File: config.mk
export PLATFORM = sky130hd
export DESIGN_NAME = dma_reload_chan
export DESIGN_NICKNAME = d
export VERILOG_FILES = /design/src/rtl/dma_reload_pkg.sv /design/src/rtl/dma_cfg_regs.sv /design/src/rtl/dma_src_addr.sv /design/src/rtl/dma_xfer_fsm.sv /design/src/rtl/dma_reload_chan.sv
export SDC_FILE = /design/constraint.sdc
export NUM_CORES = 1
export LEC_CHECK = 0
export BUFFER_PORTS_ARGS = -buffer_cell sky130_fd_sc_hd__buf_2
export CAP_MARGIN = 20
export CORE_MARGIN = 2
export CORE_UTILIZATION = 55
export CTS_CLUSTER_SIZE = 8
export DETAILED_ROUTE_END_ITERATION = 8
export PLACE_DENSITY_LB_ADDON = 0.05
export REMOVE_ABC_BUFFERS = 1
export SLEW_MARGIN = 0
export SYNTH_ARGS = -nofsm -noshare
export SYNTH_HDL_FRONTEND = slang
export SYNTH_HIERARCHICAL = 1
export SYNTH_SLANG_ARGS = --single-unit
export TNS_END_PERCENT = 1
File: constraint.sdc
create_clock -name clk -period 3.7 [get_ports clk]
set_clock_uncertainty 0.15 [all_clocks]
set_input_delay 0.185 -clock clk [delete_from_list [all_inputs] [get_ports clk]]
set_output_delay 0.185 -clock clk [all_outputs]
set_load 0.005 [all_outputs]
File: src/rtl/dma_reload_pkg.sv
package dma_reload_pkg;

   typedef enum logic [1:0] {
      XS_BYTE = 2'd0,
      XS_HALF = 2'd1,
      XS_WORD = 2'd2,
      XS_BAD  = 2'd3
   } xsize_e;

   typedef enum logic [1:0] {
      ST_IDLE  = 2'd0,
      ST_READ  = 2'd1,
      ST_WRITE = 2'd2
   } xstate_e;

   localparam logic [1:0] RA_SRC = 2'd0;
   localparam logic [1:0] RA_DST = 2'd1;
   localparam logic [1:0] RA_CNT = 2'd2;
   localparam logic [1:0] RA_CTL = 2'd3;

   localparam int CB_CE = 0;
   localparam int CB_GE = 1;
   localparam int CB_SZ = 2;
   localparam int CB_RL = 4;

endpackage

File: src/rtl/dma_cfg_regs.sv
module dma_cfg_regs
   import dma_reload_pkg::*;
#(
   parameter int unsigned AW = 32,
   parameter int unsigned CW = 16
) (
   input  logic          clk,
   input  logic          rst_n,
   input  logic          cfg_we,
   input  logic [1:0]    cfg_addr,
   input  logic [AW-1:0] cfg_wdata,
   input  logic          abort_evt,
   input  logic          xfer_done,
   output logic          src_load,
   output logic [AW-1:0] dst_addr,
   output logic [CW-1:0] count,
   output logic          glob_en,
   output logic          chan_en,
   output logic          reload_on,
   output xsize_e        xsize,
   output logic          te_flag,
   output logic          cfg_err,
   output logic          restart_err
);

   localparam int unsigned NREG = 3;

   if (CW < 3 || CW > AW) begin : g_bad_cw
      $error("dma_cfg_regs: CW must lie between 3 and AW");
   end

   logic            wr_src, wr_dst, wr_cnt, wr_ctl;
   logic            w_ce, w_ge, w_rl, bad, start_ok;
   xsize_e          w_sz;
   logic            cnt_al_q, armed, te_set, sw_stop, stop_evt;
   logic            stale_q;
   logic [NREG-1:0] mask_q;

   assign wr_src   = cfg_we && (cfg_addr == RA_SRC);
   assign wr_dst   = cfg_we && (cfg_addr == RA_DST);
   assign wr_cnt   = cfg_we && (cfg_addr == RA_CNT);
   assign wr_ctl   = cfg_we && (cfg_addr == RA_CTL);
   assign src_load = wr_src;

   assign w_ce     = cfg_wdata[CB_CE];
   assign w_ge     = cfg_wdata[CB_GE];
   assign w_rl     = cfg_wdata[CB_RL];
   assign w_sz     = xsize_e'(cfg_wdata[CB_SZ +: 2]);
   assign bad      = (w_sz == XS_BAD) || (w_rl && !cnt_al_q);
   assign start_ok = w_ce && w_ge && !bad;

   assign armed    = glob_en && chan_en && !te_flag;
   assign te_set   = xfer_done && (count == CW'(1));
   assign sw_stop  = wr_ctl && armed && !start_ok;
   assign stop_evt = armed && (abort_evt || sw_stop);

   always_ff @(posedge clk or negedge rst_n) begin
      if (!rst_n) begin
         dst_addr    <= '0;
         count       <= '0;
         cnt_al_q    <= 1'b1;
         glob_en     <= 1'b0;
         chan_en     <= 1'b0;
         reload_on   <= 1'b0;
         xsize       <= XS_BYTE;
         te_flag     <= 1'b0;
         cfg_err     <= 1'b0;
         restart_err <= 1'b0;
         stale_q     <= 1'b0;
         mask_q      <= '0;
      end else begin
         if (wr_dst) dst_addr <= cfg_wdata;
         if (wr_cnt) begin
            count    <= cfg_wdata[CW-1:0];
            cnt_al_q <= (cfg_wdata[1:0] == 2'b00);
         end else if (xfer_done) begin
            count <= count - CW'(1);
         end
         if (wr_ctl) begin
            chan_en   <= w_ce && !bad;
            reload_on <= w_rl;
            xsize     <= w_sz;
            cfg_err   <= bad;
         end
         if (abort_evt)   glob_en <= 1'b0;
         else if (wr_ctl) glob_en <= w_ge;
         if (te_set)      te_flag <= 1'b1;
         else if (wr_ctl) te_flag <= 1'b0;
         if (stop_evt) begin
            stale_q <= 1'b1;
            mask_q  <= '0;
         end else begin
            mask_q <= mask_q | {wr_cnt, wr_dst, wr_src};
            if (wr_ctl && start_ok) begin
               restart_err <= stale_q && (mask_q != {NREG{1'b1}});
               stale_q     <= 1'b0;
            end
         end
      end
   end

   p_abort_drops_enable_r7: assert property (@(posedge clk) disable iff (!rst_n)
      abort_evt |=> !glob_en);

   p_bad_cfg_disabled_r5: assert property (@(posedge clk) disable iff (!rst_n)
      cfg_err |-> !chan_en);

endmodule

File: src/rtl/dma_src_addr.sv
module dma_src_addr
   import dma_reload_pkg::*;
#(
   parameter int unsigned AW          = 32,
   parameter bit          RELOAD_IMPL = 1'b1
) (
   input  logic          clk,
   input  logic          rst_n,
   input  logic          load,
   input  logic [AW-1:0] load_val,
   input  logic          done,
   input  logic          reload_on,
   input  xsize_e        xsize,
   input  logic          clr,
   output logic [AW-1:0] cur
);

   if (AW < 8) begin : g_bad_aw
      $error("dma_src_addr: AW must be at least 8");
   end

   logic [1:0]    szb;
   logic [AW-1:0] step;

   assign szb  = xsize;
   assign step = AW'(1) << szb;

   if (RELOAD_IMPL) begin : g_rewind
      logic [AW-1:0] base_q;
      logic [1:0]    ph_q;
      logic          wrap;

      assign wrap = reload_on && (ph_q == 2'd3);

      always_ff @(posedge clk or negedge rst_n) begin
         if (!rst_n) begin
            base_q <= '0;
            ph_q   <= '0;
            cur    <= '0;
         end else begin
            if (load) base_q <= load_val;
            if (clr)                     ph_q <= '0;
            else if (done && reload_on)  ph_q <= ph_q + 2'd1;
            if (load)      cur <= load_val;
            else if (done) cur <= wrap ? base_q : cur + step;
         end
      end

      p_rewind_r3: assert property (@(posedge clk) disable iff (!rst_n)
         (done && wrap && !load) |=> (cur == $past(base_q)));

      p_phase_rests_r6: assert property (@(posedge clk) disable iff (!rst_n)
         (clr && !reload_on) |=> (ph_q == 2'd0));
   end else begin : g_linear
      logic unused_in;
      assign unused_in = ^{clr, reload_on};

      always_ff @(posedge clk or negedge rst_n) begin
         if (!rst_n)    cur <= '0;
         else if (load) cur <= load_val;
         else if (done) cur <= cur + step;
      end
   end

endmodule

File: src/rtl/dma_xfer_fsm.sv
module dma_xfer_fsm
   import dma_reload_pkg::*;
#(
   parameter int unsigned AW = 32,
   parameter int unsigned DW = 32
) (
   input  logic          clk,
   input  logic          rst_n,
   input  logic          go,
   input  logic          cnt_nz,
   input  logic          cnt_gt1,
   input  logic [AW-1:0] src_addr,
   input  logic [AW-1:0] dst_addr,
   input  logic          mem_ack,
   input  logic [DW-1:0] mem_rdata,
   output logic          mem_req,
   output logic          mem_we,
   output logic [AW-1:0] mem_addr,
   output logic [DW-1:0] mem_wdata,
   output logic          xfer_done
);

   xstate_e st_q, st_d;

   always_comb begin
      st_d = st_q;
      case (st_q)
         ST_IDLE:  if (go && cnt_nz) st_d = ST_READ;
         ST_READ:  if (mem_ack) st_d = go ? ST_WRITE : ST_IDLE;
         ST_WRITE: if (mem_ack) st_d = (go && cnt_gt1) ? ST_READ : ST_IDLE;
         default:  st_d = ST_IDLE;
      endcase
   end

   always_ff @(posedge clk or negedge rst_n) begin
      if (!rst_n) begin
         st_q      <= ST_IDLE;
         mem_wdata <= '0;
      end else begin
         st_q <= st_d;
         if (st_q == ST_READ && mem_ack) mem_wdata <= mem_rdata;
      end
   end

   assign mem_req   = (st_q != ST_IDLE);
   assign mem_we    = (st_q == ST_WRITE);
   assign mem_addr  = mem_we ? dst_addr : src_addr;
   assign xfer_done = mem_we && mem_ack;

   p_hold_access_r1: assert property (@(posedge clk) disable iff (!rst_n)
      (mem_req && !mem_ack) |=> (mem_req && $stable(mem_we) && $stable(mem_addr)));

   p_read_then_write_r1: assert property (@(posedge clk) disable iff (!rst_n)
      (mem_req && !mem_we && mem_ack && go) |=> (mem_req && mem_we));

   p_write_data_r1: assert property (@(posedge clk) disable iff (!rst_n)
      (mem_req && !mem_we && mem_ack) |=> (mem_wdata == $past(mem_rdata)));

endmodule

File: src/rtl/dma_reload_chan.sv
module dma_reload_chan
   import dma_reload_pkg::*;
#(
   parameter int unsigned AW          = 32,
   parameter int unsigned DW          = 32,
   parameter int unsigned CW          = 16,
   parameter bit          RELOAD_IMPL = 1'b1
) (
   input  logic          clk,
   input  logic          rst_n,
   input  logic          cfg_we,
   input  logic [1:0]    cfg_addr,
   input  logic [AW-1:0] cfg_wdata,
   input  logic          nmi,
   input  logic          standby,
   output logic          mem_req,
   output logic          mem_we,
   output logic [AW-1:0] mem_addr,
   output logic [1:0]    mem_size,
   output logic [DW-1:0] mem_wdata,
   input  logic [DW-1:0] mem_rdata,
   input  logic          mem_ack,
   output logic          xfer_end,
   output logic          cfg_err,
   output logic          restart_err
);

   if (DW % 8 != 0 || DW < 32) begin : g_bad_dw
      $error("dma_reload_chan: DW must be a multiple of 8 and at least 32");
   end

   logic          abort_evt, xfer_done, src_load;
   logic          glob_en, chan_en, reload_on, te_flag, go, clr;
   logic [AW-1:0] dst_addr, src_cur;
   logic [CW-1:0] count;
   xsize_e        xsize;

   assign abort_evt = nmi || standby;
   assign go        = glob_en && chan_en && !te_flag && !abort_evt;
   assign clr       = abort_evt || !glob_en || !chan_en || te_flag;
   assign mem_size  = xsize;
   assign xfer_end  = te_flag;

   dma_cfg_regs #(.AW(AW), .CW(CW)) u_regs (
      .clk        (clk),
      .rst_n      (rst_n),
      .cfg_we     (cfg_we),
      .cfg_addr   (cfg_addr),
      .cfg_wdata  (cfg_wdata),
      .abort_evt  (abort_evt),
      .xfer_done  (xfer_done),
      .src_load   (src_load),
      .dst_addr   (dst_addr),
      .count      (count),
      .glob_en    (glob_en),
      .chan_en    (chan_en),
      .reload_on  (reload_on),
      .xsize      (xsize),
      .te_flag    (te_flag),
      .cfg_err    (cfg_err),
      .restart_err(restart_err)
   );

   dma_src_addr #(.AW(AW), .RELOAD_IMPL(RELOAD_IMPL)) u_src (
      .clk       (clk),
      .rst_n     (rst_n),
      .load      (src_load),
      .load_val  (cfg_wdata),
      .done      (xfer_done),
      .reload_on (reload_on),
      .xsize     (xsize),
      .clr       (clr),
      .cur       (src_cur)
   );

   dma_xfer_fsm #(.AW(AW), .DW(DW)) u_fsm (
      .clk       (clk),
      .rst_n     (rst_n),
      .go        (go),
      .cnt_nz    (count != '0),
      .cnt_gt1   (count > CW'(1)),
      .src_addr  (src_cur),
      .dst_addr  (dst_addr),
      .mem_ack   (mem_ack),
      .mem_rdata (mem_rdata),
      .mem_req   (mem_req),
      .mem_we    (mem_we),
      .mem_addr  (mem_addr),
      .mem_wdata (mem_wdata),
      .xfer_done (xfer_done)
   );

   p_end_quiet_r4: assert property (@(posedge clk) disable iff (!rst_n)
      xfer_end |-> !mem_req);

   p_standby_quiet_r7: assert property (@(posedge clk) disable iff (!rst_n)
      (standby && !mem_req) |=> !mem_req);

endmodule

---- Word level (Yosys, flattened, before mapping) ----
Index checks and enable logic that the tools add are counted.
word-level totals
  word-level logic and storage cells ...... 106
  input bits .............................. 72
  flip-flop bits (word level) ............. 161
  output and inout port bits .............. 71
  latch bits .............................. 0
  memories ................................ 0
  RAM bits ................................ 0
  memory bits (read-only) ................. 0
cells by class
  bitwise logic cells ..................... 2
  add/sub/neg operators ................... 3
  multipliers ............................. 0
  $lt $le $gt $ge ......................... 1
  reduce and logical (&&, ||, !) cells .... 49
  divide/modulo/power cells ............... 0
  eq/ne operators ......................... 12
  mux-type cells .......................... 21
  shifts and indexed selects .............. 1
operators with widths
  cell                                                                    number
  32-bit two-way mux                                                      4
  32-bit adder                                                            1
  16-bit two-way mux                                                      2
  1-bit by 2-bit left shift with 32-bit output (first input constant)     1
  1-bit logical AND                                                       23
  16-bit by 1-bit == test with 1-bit output (second input constant)       1
  16-bit by 1-bit > comparator with 1-bit output (second input constant)  1
  16-bit nonzero test                                                     1
  16-bit by 1-bit subtractor with 16-bit output (second input constant)   1
  2-bit nonzero test                                                      7
  2-bit two-way mux                                                       6
  2-bit == test (second input constant)                                   5
  1-bit zero test                                                         7
  1-bit two-way mux                                                       7
  2-bit zero test                                                         3
  1-bit logical OR                                                        6
  2-bit case mux with 3 select lines                                      1
  2-bit by 1-bit == test with 1-bit output (second input constant)        2
  2-bit != test (second input constant)                                   2
  3-bit two-way mux                                                       1
  3-bit != test (second input constant)                                   1
  3-bit bitwise OR                                                        1
  3-bit AND reduction                                                     1
  2-bit by 1-bit adder with 2-bit output (second input constant)          1
  other kinds (3)                                                         3

---- Longest topological paths before layout ----
Gate-level depths: netlist (run 1).
  depth in word-level cells ............... 11
  gate-level depth with buffers ........... 9
  mapped depth without buffers ............ 8

---- Modules after synthesis ----
The synthesis (run 1) kept the hierarchy.
by module, submodules not included
  module           area each (um2)  instances  sequential area each (um2)  cells an instance
  dma_src_addr     3533.4           1          1651.6                      382
  dma_cfg_regs     2648.8           1          1527.7                      222
  dma_xfer_fsm     1980.6           1          850.8                       116
  dma_reload_chan  68.8             1          0.0                         11

---- Worst setup path before layout (run 1) ----
Ideal clock, no wire load.
  path kind ............................... flip-flop to flip-flop
  from .................................... reg u_fsm.st_q[0]
  to ...................................... reg u_regs.count[11]
  setup slack ............................. 1.005 ns
  clock period less this slack ............ 2.695 ns
  arrival time ............................ 2.464 ns
  setup time .............................. 0.082 ns
  stages on the path, launching flop included .. 10
  cells stage by stage .................... dfrtp_1 -> nor2b_2 -> buf_6 -> buf_12 -> and2_1 -> or4b_1 -> buf_2 -> nor4_4 -> or4b_1 -> a31oi_1
on the way
  cells in the longest elaborated chain, start to end .. 3
RTL lines
  element                       line                   source
  start, declared               dma_xfer_fsm.sv:23     xstate_e st_q, st_d;
  start signal, assigned        dma_xfer_fsm.sv:40     st_q <= st_d;
  2-bit == test                 dma_xfer_fsm.sv:46     assign mem_we = (st_q == ST_WRITE);
  named net mem_we              dma_reload_chan.sv:17  output logic mem_we,
  1-bit logical AND             dma_xfer_fsm.sv:48     assign xfer_done = mem_we && mem_ack;
  named net xfer_done           dma_reload_chan.sv:32  logic abort_evt, xfer_done, src_load;
  2-bit nonzero test (no line)  -
  end signal, assigned          dma_cfg_regs.sv:74     count <= cfg_wdata[CW-1:0];
  end signal, assigned          dma_cfg_regs.sv:77     count <= count - CW'(1);
  end, declared                 dma_cfg_regs.sv:16     output logic [CW-1:0] count,
The timed path passes the listed nets, and every way through them passes these cells.
A chain may end at the register's enable or synchronous reset.

---- Worst setup path after layout (run 1) ----
  from .................................... reg u_fsm.st_q[0]
  to ...................................... reg u_regs.count[11]
on the way
  cells in the longest elaborated chain, start to end .. 3
RTL lines
  element                       line
  2-bit == test                 dma_xfer_fsm.sv:46
  1-bit logical AND             dma_xfer_fsm.sv:48
  named net xfer_done           dma_reload_chan.sv:32
  2-bit nonzero test (no line)  -
The timed path passes the listed nets, and every way through them passes these cells.

==> reports/results.ini, run 1 <==
[routing]
drtPass1Iterations=5
vias_per_cell=5.72
first_iter_violations=437
drc=0
ant_nets=0
wl_um=19800
wl_per_cell_um=17.5
vias=6465

[synthesis]
synth_edf_count=0
synth_top_area_share_pct=48.6
ys_seq_area_share_pct=49.0
syn-instance-count=731
synthTopCellsByArea=dfrtp_1 49%, mux2_4 10%, mux2_2 5.9%
ys_types=64
syn_area_um2=8230
synth_flop_cell=dfrtp_1
yosysWarningCount=6
syn_avg_cell_area_um2=11.3
ys_seq_elements=161
synthTopCellsByCount=160 x dfrtp_1, 78 x nand2_1, 63 x o21ai_0
synth_most_common_cell=dfrtp_1
synthArstFlopShare_pct=100
yosysTopAreaCell=dfrtp_1

[timing]
worstMarginPinSlew_ns=1.12
finalCritPeriodShare_pct=75.0
layout_setup_ws_ns=0.925
max_freq_mhz=360
relSlewSlack_pct=25.4
setup_violations=0
grt_setup_unrepaired=false
finalHoldViolCount=0
report.final.slew_viol_count=0
period_minus_slack_ns=2.78
timing.setup.tns_ns=0

[outcome]
status=completed

[floorplanning]
die_h_um=126
dieArea_um2=16000
io_pins=143
core_um2=14600
initial_core_util_pct=56.4
rows=44
die_w_um=126

[placed_design]
dpl.cell_count=1028
io_buffers=142
preCtsSetupSlack_ns=0.963
hpwl_um=12400
routabilityCongestion=0.860

[clock_network]
cts_root_buffer=clkbuf_16
cts_buffers=17
path_clk_slew_ns=0.06
h-tree-depth=4
cts_tree=built
cts.sinks=161
post-cts-setup-buffers=0
clock_latency_ns=0.42
clk_path_buf_depth=2

[global_routing]
grtUsageTotal_pct=25.3
grt_max_degree=100
grt_pass1_vias=6590
grt_pass1_wl_um=32600
antenna_found_initial=0
grt_overflow=0

[final_layout]
antenna_cells=0
layout-drive-gt1-share_pct=30.9
multi_input_area_um2=3810
area_growth_syn_to_layout_pct=25.8
nFillCells=1058
instances_no_fill=1131
seq_area_um2=4030
nets=1014

[worst_hold_path]
min_path_cells=3
whs_endpoint=u_regs/count[15]$_DFFE_PN0P_
hold_class=input pin to register
hold_start=cfg_we

[critical_path]
worstSetupEndpointType=register
crit_required_ns=3.89
r2r-start=u_fsm/st_q[0]$_DFFE_PN0P_
arrival_ns=2.96
crit_fanout=10
criticalPathCategory=register to register
regToRegEndpoint=u_regs/count[11]$_DFFE_PN0P_
reg2reg_depth=6
cp-start-kind=register
r2r_setup_slack_ns=0.92

[run]
max_cap_viol_count=0

[pwr]
leakage_nw=4.85
ir_drop_uv=338
p_per_area_nw_per_um2=464

[how the worst max path moves through the flow]
stage	start	to
2_1_floorplan	cfg_addr[0]	u_src/cur[10]$_DFFE_PN0P_
5_1_grt	u_src/g_rewind.ph_q[0]$_DFFE_PN0P_	u_src/cur[17]$_DFFE_PN0P_
6_report	u_fsm/st_q[0]$_DFFE_PN0P_	u_regs/count[11]$_DFFE_PN0P_
3_3_place_gp	u_fsm/st_q[0]$_DFFE_PN0P_	u_regs/count[11]$_DFFE_PN0P_
3_5_place_dp	u_fsm/st_q[0]$_DFFE_PN0P_	u_regs/count[11]$_DFFE_PN0P_
4_1_cts	u_fsm/st_q[0]$_DFFE_PN0P_	u_regs/count[11]$_DFFE_PN0P_
[sequential cells by signal (all words and copies together) (netlist names), 2 cells and up]
| register | cells |
|---|---|
| u_regs/count | 16 |
| u_src/g_rewind.base_q | 32 |
| u_src/g_rewind.ph_q | 2 |
| u_regs/mask_q | 3 |
| u_src/cur | 32 |
| u_fsm/mem_wdata | 32 |
| u_regs/dst_addr | 32 |
| u_regs/xsize | 2 |
| u_fsm/st_q | 2 |
[layer usage]
| layer | wire [um] | vias up | GRT usage [%] |
|---|---|---|---|
| met2 | 10000 | 241 | 43.4 |
| met5 | 0 | - | 0 |
| met1 | 8530 | 3161 | 32.6 |
| met3 | 1080 | 26 | 5.78 |
| met4 | 202 | 0 | 6.46 |
| li1 | - | 3037 | - |
[worst max-delay path, cell delays in order, from the launching register on]
cell and delay, ns:
dfrtp_1 0.46, nor2b_4 0.14, and2_1 0.39, or4b_1 0.66, nor4_4 0.23, or4b_1 0.47, a31oi_1 0.19
[layout by cell type (no fill, tap or decap), drive strengths merged, types with 9 or more instances in the layout]
master and instances:
a21oi 12, nand4 15, dlygate4sd3 71, xnor2 9
nor2 22, buf 153, nand3 20, a22oi 21
nand2 78, mux2 99, dfrtp 160, xor2 30
inv 40, o221ai 26, clkbuf 23, o21ai 63
[area by class of cell]
type                       count  area share (%)
inverter                      41            1.49
tap                          184            2.22
multi-input combinational    489            36.8
clock inverter                 9            1.51
sequential                   161            38.9
timing repair buffer         224            14.6
clock buffer                  23            4.42
[cells by family (layout without fill, tap and decap cells)]
group	count (synthesis)	in the layout	share of synthesized area, %
AO/OA/AOI/OAI	150	150	11.9
adder cells (fa/ha/maj)	8	8	1.31
flip-flops	161	161	49.0
multiplexers	102	102	16.5
XOR/XNOR	39	39	4.15
buffers and inverters	81	297	4.83
AND/OR/NAND/NOR	190	190	12.3
[what timing repair did]
| item | 4_1_cts | 5_1_grt |
|---|---|---|
| hold buffers | 71 | 0 |
| endpoints found under the hold margin | 246 | 0 |
| resized for setup | 0 | 0 |
[per-stage QoR]
step	cell area (um^2)	util, %	hold WS, ns	total power [mW]
after floorplan	7990	-	-0.261	2.63
after global placement	9030	61.9	0.200	2.88
after detailed placement	9030	61.9	0.212	2.92
after CTS	10400	71.0	0.138	4.83
after global routing	10400	71.0	0.197	5.03
final	10400	71.0	0.176	4.80
[where the power goes]
group          internal, mW  switching [mW]  total [mW]
logic                 0.427           0.327       0.754
clock network          1.15           0.691        1.84
registers              1.99           0.212        2.21
Note: power is estimated with default switching activity, not from simulation.
==> run 2: changes to the inputs <==
--- a/config.mk
+++ b/config.mk
@@ -8,7 +8,7 @@
 export BUFFER_PORTS_ARGS = -buffer_cell sky130_fd_sc_hd__buf_2
 export CAP_MARGIN = 20
 export CORE_MARGIN = 2
-export CORE_UTILIZATION = 55
+export CORE_UTILIZATION = 51
 export CTS_CLUSTER_SIZE = 8
 export DETAILED_ROUTE_END_ITERATION = 8
 export PLACE_DENSITY_LB_ADDON = 0.05
==> constraint.sdc (replaced) <==
create_clock -name clk -period 2.5 [get_ports clk]
set_clock_uncertainty 0.15 [all_clocks]
set_input_delay 0.125 -clock clk [delete_from_list [all_inputs] [get_ports clk]]
set_output_delay 0.125 -clock clk [all_outputs]
set_load 0.005 [all_outputs]
==> run 2 against run 1 <==
Core utilization decreased by 4.1 points. Sequential cell count unchanged. Largest cell class unchanged. Worst hold slack got worse by 0.050 ns.
==> reports/results.ini, run 2 (same netlist as run 1, synthesis figures left out) <==
[clock_network]
cts.sinks=161
post-cts-setup-buffers=0
h-tree-depth=4
cts_buffers=17
cts_root_buffer=clkbuf_16
clock_latency_ns=0.42
cts_tree=built
clk_path_buf_depth=2
path_clk_slew_ns=0.06

[worst_hold_path]
hold_start=cfg_we
min_path_cells=3
hold_class=input pin to register
whs_endpoint=u_regs/count[11]$_DFFE_PN0P_

[pwr]
leakage_nw=4.96
ir_drop_uv=552
pwr-share-seq_pct=44.4
p_comb_share_pct=16.1
p_int_mw=5.47
switchingPower_mw=1.84
p_per_area_nw_per_um2=691
clock_power_share_pct=39.4
sw_frac_of_total_pct=25.2

[timing]
max_freq_mhz=412
report.final.slew_viol_count=0
worstMarginPinSlew_ns=0.656
setup_violations=0
layout_setup_ws_ns=0.0732
finalCritPeriodShare_pct=97.1
finalHoldViolCount=0
grt_setup_unrepaired=true
relSlewSlack_pct=56.3
timing.setup.tns_ns=0
period_minus_slack_ns=2.43

[critical_path]
reg2reg_depth=9
r2r-start=u_regs/xsize[1]$_DFFE_PN0P_
path_cells=dlygate4sd3_1 > buf_2 > or2_2 > dlygate4sd3_1 > or3_4 > inv_2 > or4bb_1 > o211ai_1
arrival_ns=2.61
worstSetupEndpointType=register
regToRegEndpoint=u_src/cur[14]$_DFFE_PN0P_
crit_required_ns=2.69
worst_path_max_delay_cell=dlygate4sd3_1
cp-start-kind=input pin
crit_fanout=3
critPathMaxStageDelay_ns=0.58
criticalPathCategory=input pin to register
r2r_setup_slack_ns=0.09
crit_top_cell=dlygate4sd3_1

[global_routing]
antenna_found_initial=0
grt_pass1_vias=6394
grt_overflow=0
grtUsageTotal_pct=24.1
grt_max_degree=67
grt_pass1_wl_um=32200

[routing]
first_iter_violations=486
wl_um=20700
vias_per_cell=5.51
vias=6486
ant_nets=0
drc=0
drtPass1Iterations=5
wl_per_cell_um=17.5

[floorplanning]
io_pins=143
core_um2=15800
dieArea_um2=17200
rows=46
initial_core_util_pct=52.0
die_h_um=131
die_w_um=131

[final_layout]
nets=1029
layout_common_cells=160 x dfrtp_1, 141 x buf_2, 78 x nand2_1
mostFrequentLayoutCell=dfrtp_1
area_growth_syn_to_layout_pct=28.6
antenna_cells=0
layout-drive-gt1-share_pct=32.8

[outcome]
status=completed

[placed_design]
hpwl_um=13300
preCtsSetupSlack_ns=0.00994
io_buffers=142
routabilityCongestion=0.853

[run]
max_cap_viol_count=0

-- run 2: worst max path at each step --
| stage | from | endpoint | slack, ns | depth (start not counted) |
|---|---|---|---|---|
| floorplan | cfg_addr[0] | u_src/cur[10]$_DFFE_PN0P_ | -4.67 | 4 |
| global placement | u_regs/xsize[1]$_DFFE_PN0P_ | u_src/cur[28]$_DFFE_PN0P_ | -0.19 | 8 |
| detailed placement | u_regs/xsize[1]$_DFFE_PN0P_ | u_src/cur[14]$_DFFE_PN0P_ | 0.01 | 9 |
| CTS | u_regs/xsize[1]$_DFFE_PN0P_ | u_src/cur[14]$_DFFE_PN0P_ | 0.05 | 9 |
| global route | u_regs/xsize[1]$_DFFE_PN0P_ | u_src/cur[14]$_DFFE_PN0P_ | -0.02 | 9 |
| finish | nmi | u_fsm/st_q[0]$_DFFE_PN0P_ | 0.07 | 8 |
-- run 2: cell type report --
type	count	area [um^2]
Fill cell	1233	5240
Sequential cell	161	4030
Multi-Input combinational cell	489	3820
Timing Repair Buffer	239	1650
Clock buffer	22	474
Tap cell	216	270
Clock inverter	10	180
Inverter	41	154
-- run 2: power groups by stage --
stage               clock network (mW)  logic [mW]  registers (mW)
floorplan                            0       0.682            3.21
global placement                     0        1.04            3.26
detailed placement                   0        1.08            3.29
CTS                               2.93        1.18            3.24
global route                      3.05        1.31            3.29
finish                            2.88        1.18            3.25
-- run 2: worst max-delay path: cells and delay by family --
kind / cells / cell delay (ns)
AOI/OAI and AO/OA: 1 / 0.10
and+or+nand+nor: 3 / 1.07
buffers and inverters: 4 / 1.31
-- run 2: metal layers --
metal	vias up	share of wire [%]	GRT usage [%]
met1	3228	44	32.0
met3	20	4.2	4.52
li1	3063	-	-
met2	175	51	41.1
met5	-	0	0
met4	0	0.82	6.20
-- run 2: what timing repair did --
| action | CTS | global route |
|---|---|---|
| gates resized for setup | 1 | 4 |
| hold endpoints to repair | 217 | 0 |
| endpoints found under the setup margin | 1 | 14 |
| hold buffers | 70 | 0 |
-- run 2: per-stage QoR --
stage | hold WS [ns] | cells | util (%) | total power, mW | area, um^2
finish | 0.126 | 1178 | 66.9 | 7.31 | 10600
floorplan | -0.321 | 691 | - | 3.89 | 7990
global route | 0.165 | 1178 | 66.9 | 7.65 | 10600
detailed placement | 0.0354 | 1076 | 58.2 | 4.37 | 9220
global placement | 0.0259 | 1075 | 58.2 | 4.30 | 9210
CTS | 0.107 | 1178 | 66.8 | 7.36 | 10600
==> run 3: changes to the inputs <==
--- a/config.mk
+++ b/config.mk
@@ -5,7 +5,7 @@
 export SDC_FILE = /design/constraint.sdc
 export NUM_CORES = 1
 export LEC_CHECK = 0
-export BUFFER_PORTS_ARGS = -buffer_cell sky130_fd_sc_hd__buf_2
+export BUFFER_PORTS_ARGS = -buffer_cell sky130_fd_sc_hd__buf_4
 export CAP_MARGIN = 20
 export CORE_MARGIN = 2
 export CORE_UTILIZATION = 51
==> run 3 against run 2 <==
Count of clock-buffer cells in the layout shrank 4. Fmax is essentially flat. Setup slack is essentially flat. Wire length shrank 1.5%. Worst hold slack lost 0.041 ns. Largest cell class unchanged. Clock power shrank 7.6%. Highest routed layer unchanged. Power shrank 1.8%. Core utilization grew 1.9 points. Register-to-register slack gained 0.05 ns. Via count grew 0.19%. Die area is the same.
==> reports/results.ini, run 3 (same netlist as run 1, synthesis figures left out) <==
[placed_design]
routabilityCongestion=0.843
placed_area_um2=9560
io_buffers=142
hpwl_um=13300

[critical_path]
worstSetupEndpointType=register
critPathMaxStageDelay_ns=0.58
worst_path_max_delay_cell=dlygate4sd3_1
arrival_ns=2.62
r2r-start=u_regs/xsize[0]$_DFFE_PN0P_
path_cells=dlygate4sd3_1 > buf_4 > or2_2 > dlygate4sd3_1 > or3_4 > inv_2 > or4bb_1 > o211ai_1
cp-startpoint=nmi
crit_required_ns=2.69
crit_top_cell=dlygate4sd3_1
criticalPathCategory=input pin to register
reg2reg_depth=9
crit_fanout=3
cp-start-kind=input pin
regToRegEndpoint=u_src/cur[14]$_DFFE_PN0P_
r2r_setup_slack_ns=0.14

[routing]
vias_per_cell=5.52
drtPass1Iterations=5
drc=0
wl_per_cell_um=17.3
first_iter_violations=439
vias=6498
ant_nets=0
wl_um=20300

[global_routing]
grt_max_degree=76
antenna_found_initial=0
grt_overflow=0
grt_pass1_vias=6380
grtUsageTotal_pct=23.9
grt_pass1_wl_um=31900

[timing]
relSlewSlack_pct=52.5
grt_setup_unrepaired=false
finalCritPeriodShare_pct=97.1
max_freq_mhz=412
report.final.slew_viol_count=0
holdWs_ns=0.0854
finalHoldViolCount=0
setup_violations=0
period_minus_slack_ns=2.43
worstMarginPinSlew_ns=0.712

[pwr]
ir_drop_uv=544
clock_power_share_pct=37.1
power_mw=7.18
p_per_area_nw_per_um2=659
sw_frac_of_total_pct=26.2
pwr-share-seq_pct=45.2
switchingPower_mw=1.88
p_int_mw=5.30
p_comb_share_pct=17.7
leakage_nw=5.00

[floorplanning]
die_w_um=131
core_um2=15800
dieArea_um2=17200
io_pins=143
rows=46
initial_core_util_pct=52.0
die_h_um=131

[final_layout]
antenna_cells=0
fin_util_pct=68.8
layout_common_cells=164 x buf_4, 160 x dfrtp_1, 78 x nand2_1
nets=1028
layout-drive-gt1-share_pct=33.1
mostFrequentLayoutCell=buf_4
design_area_um2=10900
area_growth_syn_to_layout_pct=32.3

[run]
max_cap_viol_count=0

[clock_network]
cts.sinks=161
h-tree-depth=4
post-cts-setup-buffers=0
path_clk_slew_ns=0.06
clock_latency_ns=0.42
clk_path_buf_depth=2
cts_buffers=17
cts_root_buffer=clkbuf_16
cts_tree=built

[outcome]
status=completed

[worst_hold_path]
hold_class=input pin to async pin

==> run 3: changes by cell type in the layout (fill, tap and decap cells not counted), sizes merged <==
| cell | delta |
|---|---|
| buf | -1 |
| bufinv | -2 |
| clkbuf | -4 |
| clkinv | +3 |
| clkinvlp | +3 |
==> run 3: metal layers <==
layer | track usage, % | routed length (um) | up-vias
li1 | - | - | 3056
met4 | 6.26 | 247 | 0
met3 | 4.64 | 891 | 18
met2 | 40.3 | 10400 | 159
met1 | 31.7 | 8780 | 3265
met5 | 0 | 0 | -
==> run 3: how the worst max path moves through the flow <==
stage	endpoint	slack [ns]	cells past startpoint
2_1_floorplan	u_src/cur[10]$_DFFE_PN0P_	-4.67	4
3_3_place_gp	u_src/cur[28]$_DFFE_PN0P_	-0.19	8
3_5_place_dp	u_src/cur[14]$_DFFE_PN0P_	0.01	9
4_1_cts	u_fsm/st_q[0]$_DFFE_PN0P_	0.04	8
5_1_grt	mem_addr[3]	0.004	4
6_report	u_fsm/st_q[0]$_DFFE_PN0P_	0.07	8
==> run 3: layout make-up <==
class	count	area (um^2)
repair buffers	238	1990
multi-input cells	489	3840
fillers	1214	4930
well taps	216	270
flip-flops and latches	161	4030
inverters	41	154
clock buffers	18	439
clock inverters	14	165
==> run 3: per-stage QoR <==
| stage | TNS [ns] | cells | setup WS (ns) |
|---|---|---|---|
| after floorplan | -259.92 | 691 | -4.67 |
| after global placement | -1.88 | 1074 | -0.186 |
| after detailed placement | 0 | 1075 | 0.0147 |
| after CTS | 0 | 1177 | 0.0422 |
| after global routing | 0 | 1177 | 0.00412 |
| final | 0 | 1177 | 0.0731 |
==> run 3: power groups by stage <==
stage	Clock [mW]	Combinational [mW]	Sequential, mW
2_1_floorplan	0	0.682	3.21
3_3_place_gp	0	1.12	3.27
3_5_place_dp	0	1.17	3.29
4_1_cts	2.71	1.26	3.24
5_1_grt	2.84	1.41	3.30
6_report	2.66	1.27	3.25
==> run 3: timing repair <==
action | in CTS | in global routing
cloned | 0 | 0
pin swaps | 0 | 1
hold endpoints to repair | 209 | 0
resized for setup | 1 | 6
endpoints found under the setup margin | 1 | 10
hold buffers | 70 | 0
==> run 3: critical path: cells and delay by family <==
family / cells / cell delay, ns
and+or+nand+nor: 3 / 1.08
buffers and inverters: 4 / 1.33
AOI/OAI and AO/OA: 1 / 0.09
